### src/rtl/exirq_pkg.sv
// Package: shared constants and result type for the external interrupt dispatcher.
// Assumes a 5-bit core vector space.
package exirq_pkg;
    localparam int CORE_VW          = 5;
    localparam logic [CORE_VW-1:0] EXT_VEC  = 5'd4;
    localparam logic [CORE_VW-1:0] HPMC_VEC = 5'd1;

    // Result of one selection strobe.
    typedef struct packed {
        logic       hit;
        logic       spur;
        logic [5:0] vec;
    } sel_res_t;
endpackage

### src/rtl/exirq_pend.sv
// Module: sticky request register. A set from a high source line wins over
// a write-one-to-clear in the same cycle. Assumes synchronous sources.
module exirq_pend #(
    parameter int NSRC = 32
) (
    input  logic            clk,
    input  logic            rst_n,
    input  logic [NSRC-1:0] src_req_i,
    input  logic            clr_we_i,
    input  logic [NSRC-1:0] clr_mask_i,
    output logic [NSRC-1:0] pend_o
);
    logic [NSRC-1:0] pend_q;
    logic [NSRC-1:0] clr_bits;

    // Select the bits to clear this cycle.
    always_comb begin
        clr_bits = clr_we_i ? clr_mask_i : '0;
    end

    // Hold, clear or set each request bit.
    always_ff @(posedge clk) begin
        if (!rst_n) begin
            pend_q <= '0;
        end else begin
            pend_q <= (pend_q & ~clr_bits) | src_req_i;
        end
    end

    assign pend_o = pend_q;
endmodule

### src/rtl/exirq_order_tbl.sv
// Module: programmable check-order table plus valid-entry count. Resets to
// the identity order with all entries in use. Count writes above DEPTH are
// clamped to DEPTH.
module exirq_order_tbl #(
    parameter int DEPTH = 32,
    parameter int IDXW  = 5,
    parameter int TAW   = $clog2(DEPTH),
    parameter int CNTW  = $clog2(DEPTH + 1)
) (
    input  logic                  clk,
    input  logic                  rst_n,
    input  logic                  tbl_we_i,
    input  logic [TAW-1:0]        tbl_addr_i,
    input  logic [IDXW-1:0]       tbl_wdata_i,
    input  logic                  cnt_we_i,
    input  logic [CNTW-1:0]       cnt_wdata_i,
    output logic [DEPTH*IDXW-1:0] tbl_flat_o,
    output logic [CNTW-1:0]       cnt_o
);
    logic [IDXW-1:0] ent_q [DEPTH];
    logic [CNTW-1:0] cnt_q;

    // Store one entry per generate slot.
    for (genvar g = 0; g < DEPTH; g++) begin : g_ent
        always_ff @(posedge clk) begin
            if (!rst_n) begin
                ent_q[g] <= IDXW'(g);
            end else if (tbl_we_i && (tbl_addr_i == TAW'(g))) begin
                ent_q[g] <= tbl_wdata_i;
            end
        end
        assign tbl_flat_o[g*IDXW +: IDXW] = ent_q[g];
    end

    // Keep the number of entries to scan, clamped to the table depth.
    always_ff @(posedge clk) begin
        if (!rst_n) begin
            cnt_q <= CNTW'(DEPTH);
        end else if (cnt_we_i) begin
            cnt_q <= (cnt_wdata_i > CNTW'(DEPTH)) ? CNTW'(DEPTH) : cnt_wdata_i;
        end
    end

    assign cnt_o = cnt_q;
endmodule

### src/rtl/exirq_scan.sv
// Module: combinational scan of the order table. Finds the lowest-index
// entry below the count whose source is eligible. Assumes NSRC = 2**IDXW.
module exirq_scan #(
    parameter int NSRC  = 32,
    parameter int DEPTH = 32,
    parameter int IDXW  = 5,
    parameter int TAW   = $clog2(DEPTH),
    parameter int CNTW  = $clog2(DEPTH + 1)
) (
    input  logic [NSRC-1:0]       elig_i,
    input  logic [DEPTH*IDXW-1:0] tbl_flat_i,
    input  logic [CNTW-1:0]       cnt_i,
    output logic                  hit_o,
    output logic [IDXW-1:0]       src_o
);
    logic [DEPTH-1:0] match;
    logic [IDXW-1:0]  ent [DEPTH];
    logic [TAW-1:0]   win;

    // Per-entry test: in range and naming an eligible source.
    for (genvar g = 0; g < DEPTH; g++) begin : g_match
        assign ent[g]   = tbl_flat_i[g*IDXW +: IDXW];
        assign match[g] = (CNTW'(g) < cnt_i) && elig_i[ent[g]];
    end

    // Priority pick: the lowest matching index wins.
    always_comb begin
        hit_o = 1'b0;
        win   = '0;
        for (int i = DEPTH - 1; i >= 0; i--) begin
            if (match[i]) begin
                hit_o = 1'b1;
                win   = TAW'(i);
            end
        end
    end

    assign src_o = ent[win];
endmodule

### src/rtl/exirq_dispatch.sv
// Module: top of the external interrupt dispatcher. Latches requests, masks
// them, raises the shared request and, on a strobe, registers the selected
// extended vector with its spurious flag. Assumes NSRC = 2**$clog2(NSRC).
module exirq_dispatch
    import exirq_pkg::*;
#(
    parameter int NSRC     = 32,
    parameter int DEPTH    = 32,
    parameter int VEC_BASE = 32,
    parameter int IDXW     = $clog2(NSRC),
    parameter int TAW      = $clog2(DEPTH),
    parameter int CNTW     = $clog2(DEPTH + 1)
) (
    input  logic               clk,
    input  logic               rst_n,
    input  logic [NSRC-1:0]    src_req_i,
    input  logic               clr_we_i,
    input  logic [NSRC-1:0]    clr_mask_i,
    input  logic               glob_en_i,
    input  logic [NSRC-1:0]    src_en_i,
    input  logic [NSRC-1:0]    hdl_vld_i,
    input  logic               hpmc_i,
    input  logic               tbl_we_i,
    input  logic [TAW-1:0]     tbl_addr_i,
    input  logic [IDXW-1:0]    tbl_wdata_i,
    input  logic               cnt_we_i,
    input  logic [CNTW-1:0]    cnt_wdata_i,
    input  logic               sel_stb_i,
    output logic               ext_irq_o,
    output logic               core_req_o,
    output logic [CORE_VW-1:0] core_vec_o,
    output logic               sel_done_o,
    output logic               sel_hit_o,
    output logic               spur_o,
    output logic [5:0]         sel_vec_o
);
    logic [NSRC-1:0]       pend;
    logic [NSRC-1:0]       elig;
    logic [DEPTH*IDXW-1:0] tbl_flat;
    logic [CNTW-1:0]       cnt;
    logic                  scan_hit;
    logic [IDXW-1:0]       scan_src;
    sel_res_t              res_d;
    sel_res_t              res_q;
    logic                  done_q;

    exirq_pend #(.NSRC(NSRC)) i_pend (
        .clk        (clk),
        .rst_n      (rst_n),
        .src_req_i  (src_req_i),
        .clr_we_i   (clr_we_i),
        .clr_mask_i (clr_mask_i),
        .pend_o     (pend)
    );

    exirq_order_tbl #(.DEPTH(DEPTH), .IDXW(IDXW), .TAW(TAW), .CNTW(CNTW)) i_tbl (
        .clk         (clk),
        .rst_n       (rst_n),
        .tbl_we_i    (tbl_we_i),
        .tbl_addr_i  (tbl_addr_i),
        .tbl_wdata_i (tbl_wdata_i),
        .cnt_we_i    (cnt_we_i),
        .cnt_wdata_i (cnt_wdata_i),
        .tbl_flat_o  (tbl_flat),
        .cnt_o       (cnt)
    );

    // Eligible sources: latched, enabled, and globally allowed.
    always_comb begin
        elig = pend & src_en_i & {NSRC{glob_en_i}};
    end

    exirq_scan #(.NSRC(NSRC), .DEPTH(DEPTH), .IDXW(IDXW), .TAW(TAW), .CNTW(CNTW)) i_scan (
        .elig_i     (elig),
        .tbl_flat_i (tbl_flat),
        .cnt_i      (cnt),
        .hit_o      (scan_hit),
        .src_o      (scan_src)
    );

    // Shared request and core-facing vector; the machine check takes precedence.
    always_comb begin
        ext_irq_o  = |elig;
        core_req_o = hpmc_i | ext_irq_o;
        if (hpmc_i) begin
            core_vec_o = HPMC_VEC;
        end else if (ext_irq_o) begin
            core_vec_o = EXT_VEC;
        end else begin
            core_vec_o = '0;
        end
    end

    // Form the next selection result from the scan outcome.
    always_comb begin
        res_d = '0;
        if (|elig) begin
            if (scan_hit) begin
                res_d.hit  = 1'b1;
                res_d.spur = ~hdl_vld_i[scan_src];
                res_d.vec  = 6'(VEC_BASE) + 6'(scan_src);
            end else begin
                res_d.spur = 1'b1;
            end
        end
    end

    // Register the result on a strobe and pulse done one cycle later.
    always_ff @(posedge clk) begin
        if (!rst_n) begin
            res_q  <= '0;
            done_q <= 1'b0;
        end else begin
            done_q <= sel_stb_i;
            if (sel_stb_i) begin
                res_q <= res_d;
            end
        end
    end

    assign sel_done_o = done_q;
    assign sel_hit_o  = res_q.hit;
    assign spur_o     = res_q.spur;
    assign sel_vec_o  = res_q.vec;
endmodule

### config.mk
export PLATFORM = sky130hd
export DESIGN_NAME = exirq_dispatch
export DESIGN_NICKNAME = d
export VERILOG_FILES = /design/src/rtl/exirq_pkg.sv /design/src/rtl/exirq_pend.sv /design/src/rtl/exirq_order_tbl.sv /design/src/rtl/exirq_scan.sv /design/src/rtl/exirq_dispatch.sv
export SDC_FILE = /design/constraint.sdc
export NUM_CORES = 1
export LEC_CHECK = 0
export ABC_AREA = 0
export BUFFER_PORTS_ARGS = -buffer_cell sky130_fd_sc_hd__buf_2
export CORE_ASPECT_RATIO = 0.7
export CORE_MARGIN = 4
export CORE_UTILIZATION = 60
export DETAILED_ROUTE_END_ITERATION = 6
export GPL_ROUTABILITY_DRIVEN = 0
export MAX_ROUTING_LAYER = met4
export PLACE_DENSITY_LB_ADDON = 0.12
export SLEW_MARGIN = 5
export SYNTH_ARGS = -nofsm -noshare
export SYNTH_HDL_FRONTEND = slang
export SYNTH_HIERARCHICAL = 1
export SYNTH_SLANG_ARGS = --single-unit
export TNS_END_PERCENT = 30
### constraint.sdc
create_clock -name clk -period 17.3 [get_ports clk]
set_clock_uncertainty 0.2 [all_clocks]
set_input_delay 1.73 -clock clk [delete_from_list [all_inputs] [get_ports clk]]
set_output_delay 1.73 -clock clk [all_outputs]
set_load 0.03 [all_outputs]
==> impl_results.md <==
* Status: finished, violations left
* Violated checks: design-rule violations
* Prevailing post-synth register cell: edfxtp_1
* Vias in the first global route at 16300
* CP cell instances: buf_2 > and3_1 > buf_4 > mux4_2 > o32ai_1 > a2111oi_0 > buf_4 > o21ai_1 > nand2_1 > o311ai_1 > a31oi_4 > buf_4 > nor2b_1 > a221oi_1 > o21a_1 > nor4b_2 > mux4_2 > nor2b_4 > a2111oi_2 > a311o_1 > a32o_2
* H-tree levels at 1
* Die width at 226 um
* Combinational Power Share at 0.378
* Placed insts at 2085
* Cell count after synthesis at 1718
* Global Route Usage Sum at 0.418
* Mean Syn Cell Area at 11.6 um2
* CORE AREA at 32600 um2
* Initial DRC count at 3210
* Total CTS buffers at 22
* Fin nets at 1834
* Clock share of power at 0.265
* Post-Syn Area at 20000 um2
* Reg power frac at 0.357
* Clk_lat worst skew at 0.57 ns
* Starting Density at 0.613
* Setup Buffers After CTS at 0
* Wirelength per Cell at 35.5 um
* CP max stage delay at 1.03 ns
* Drt drc at 85
* Switching share of power at 0.378
* Most frequent CP cell: buf_4
* Final Core Density at 0.652
* Peak supply drop at 0.0987 mV
* Min Clock Period, post-route at 9.18 ns
* DRT Pass-1 Iters at 7
* Hold Buf Count CTS at 0
* Placed wire-length estimate at 51.9 mm
* Hold WS at 0.379 ns
* Setup TNS at 0 ns
* Initial antenna violation count at 1
* Die area at 36300 um2
* Post-synthesis sequential area ratio at 0.287
* Antenna-violating nets left at 0
* Drt via density at 8.23
* Vias at 17500
* Area after DPL at 20500 um2
* Number of synthesized flops with an enable pin at 160
* Filler-free cell count of the finished design at 2128
* Hold Fails Final Rpt at 0
* Largest net degree at the start of global routing at 83
* Static Leak at 7.73 nW
* Worst Path Required at 17.55 ns
* Die H at 161 um
* # setup viols final at 0
* F_max at 109 MHz
* Worst-case register-to-register setup slack at 9.36 ns
* Global route overflow at 0
* CTS-repair resized insts at 0
* Share of cells above drive strength 1 at 0.347
* Number of clock sinks at 206
* CTS Buffer Depth at 3
* Synth Register Bits at 206
* Yosys Warn Count at 6
* Final instance area at 21200 um2
* Internal Pwr Total at 1.13 mW
* Min-delay worst type: flip-flop to flip-flop
* Worst path arrival time at 9.43 ns
* Period utilization at 0.530
* Clock root buffer: clkbuf_16
* Ys async rst share at 0
* RSZ-0062 raised after global routing: false
* Worst-path fanout max at 71
* CTS tree: done
* CP endpoint kind: flip-flop
* # port buffers at 164
* I/O pin count at 168
* FILL cells at 2503
* Slew margin rel. at 0.0602
* Cell row count at 55
* Pins Over Slew Limit at 0
* Slowest-stage cell, CP: nor4b_2
* Total of max-cap violations at 0
* First-pass GRT wire length at 109 mm
* Crit Path Class: primary input to flip-flop
* Power per Cell Area at 85.8 nW/um2
* Worst-path clk slew at 0.07 ns
* Startpoint Class: primary input
* Least-Margin Pin Slew at 1.39 ns
* Unique masters post-synth at 79
* Layout area overhead at 6.31%
* Psw at 0.689 mW
* Total routed wirelength at 75.5 mm
## flip-flops by register name, summed over array words and instances (netlist names)
| register | cells |
|---|---|
| sel_done_o | 1 |
| i_pend/pend_o | 32 |
| sel_vec_o | 5 |
| i_tbl/cnt_o | 6 |
| sel_hit_o | 1 |
| i_tbl/ent_q | 160 |
| spur_o | 1 |
## kinds of logic after synthesis
logic type,count (synthesis),share of synthesized area
buffers and inverters,323,0.0706
AOI/OAI and AO/OA,267,0.0891
muxes,487,0.430
DFF,206,0.287
other,1,0.000188
and+or+nand+nor,434,0.124
## cells in the mapped netlist (all sizes together), types with 35 or more instances
library cell | n | area, um2
nor3 | 95 | 495
clkbuf | 182 | 683
and3 | 35 | 219
a31oi | 41 | 263
edfxtp | 160 | 4800
mux4 | 292 | 6600
inv | 48 | 180
mux2i | 172 | 1720
dfxtp | 46 | 921
buf | 93 | 546
o21ai | 79 | 395
nor2 | 50 | 188
nand3 | 97 | 485
## per-layer routing
metal / routed length, um / track usage
met1: 25700 / 0.543
met2: 30200 / 0.545
met3: 16700 / 0.280
met4: 2920 / 0.0960
met5: 0 / -
## cell type report
cell class | count | area [um2] | area share
inverters | 48 | 180 | 0.00849
clock inverters | 14 | 131 | 0.00619
flip-flops and latches | 206 | 5730 | 0.270
multi-input cells | 1191 | 12900 | 0.606
well taps | 427 | 534 | 0.0252
repair buffers | 213 | 1190 | 0.0560
diodes | 3 | 7.51 | 0.000354
clock buffers | 26 | 597 | 0.0281
## worst paths after layout
check / start / endpoint / cells past startpoint
max: glob_en_i / spur_o / 21
min: i_pend/pend_o[28] / i_pend/pend_o[28] / 2
max reg2reg: i_pend/pend_o[20] / spur_o / 20
min reg2reg: i_pend/pend_o[28] / i_pend/pend_o[28] / 2
## critical path: cells and delay by family
family	cells	cell delay [ns]
buf+inv	4	2.01
compound gates	10	2.62
mux	2	0.72
simple gates	5	2.31
## placed cells by master, fill, tap and decap left out, types with 14 or more instances in the layout
cell type / n
o21ai_0: 73
buf_2: 164
mux2i_1: 172
nand2b_1: 14
inv_1: 48
and3_1: 35
mux4_2: 286
nor3_1: 90
a31oi_1: 40
edfxtp_1: 160
a21oi_1: 25
a22oi_1: 20
nand3_1: 97
nor2b_1: 25
nand3b_1: 15
buf_4: 49
o22ai_1: 14
dfxtp_1: 46
clkbuf_16: 23
nand2_1: 34
mux2_2: 21
nor2_1: 49
## through the flow
| stage | setup slack, ns | total power [mW] |
|---|---|---|
| 6_report | 8.12 | 1.82 |
| 5_1_grt | 7.99 | 1.87 |
| 4_1_cts | 8.69 | 1.78 |
| 3_5_place_dp | 8.11 | 1.31 |
| 3_3_place_gp | 8.27 | 1.30 |
| 2_1_floorplan | 10.38 | 1.13 |
## power by group through the flow
stage / Sequential, mW / Combinational [mW] / Clock, mW
final: 0.650 / 0.689 / 0.483
after global routing: 0.651 / 0.715 / 0.505
after CTS: 0.641 / 0.662 / 0.481
after detailed placement: 0.651 / 0.661 / 0
after global placement: 0.649 / 0.649 / 0
after floorplan: 0.596 / 0.538 / 0
Power figures use the tool's default switching activity.
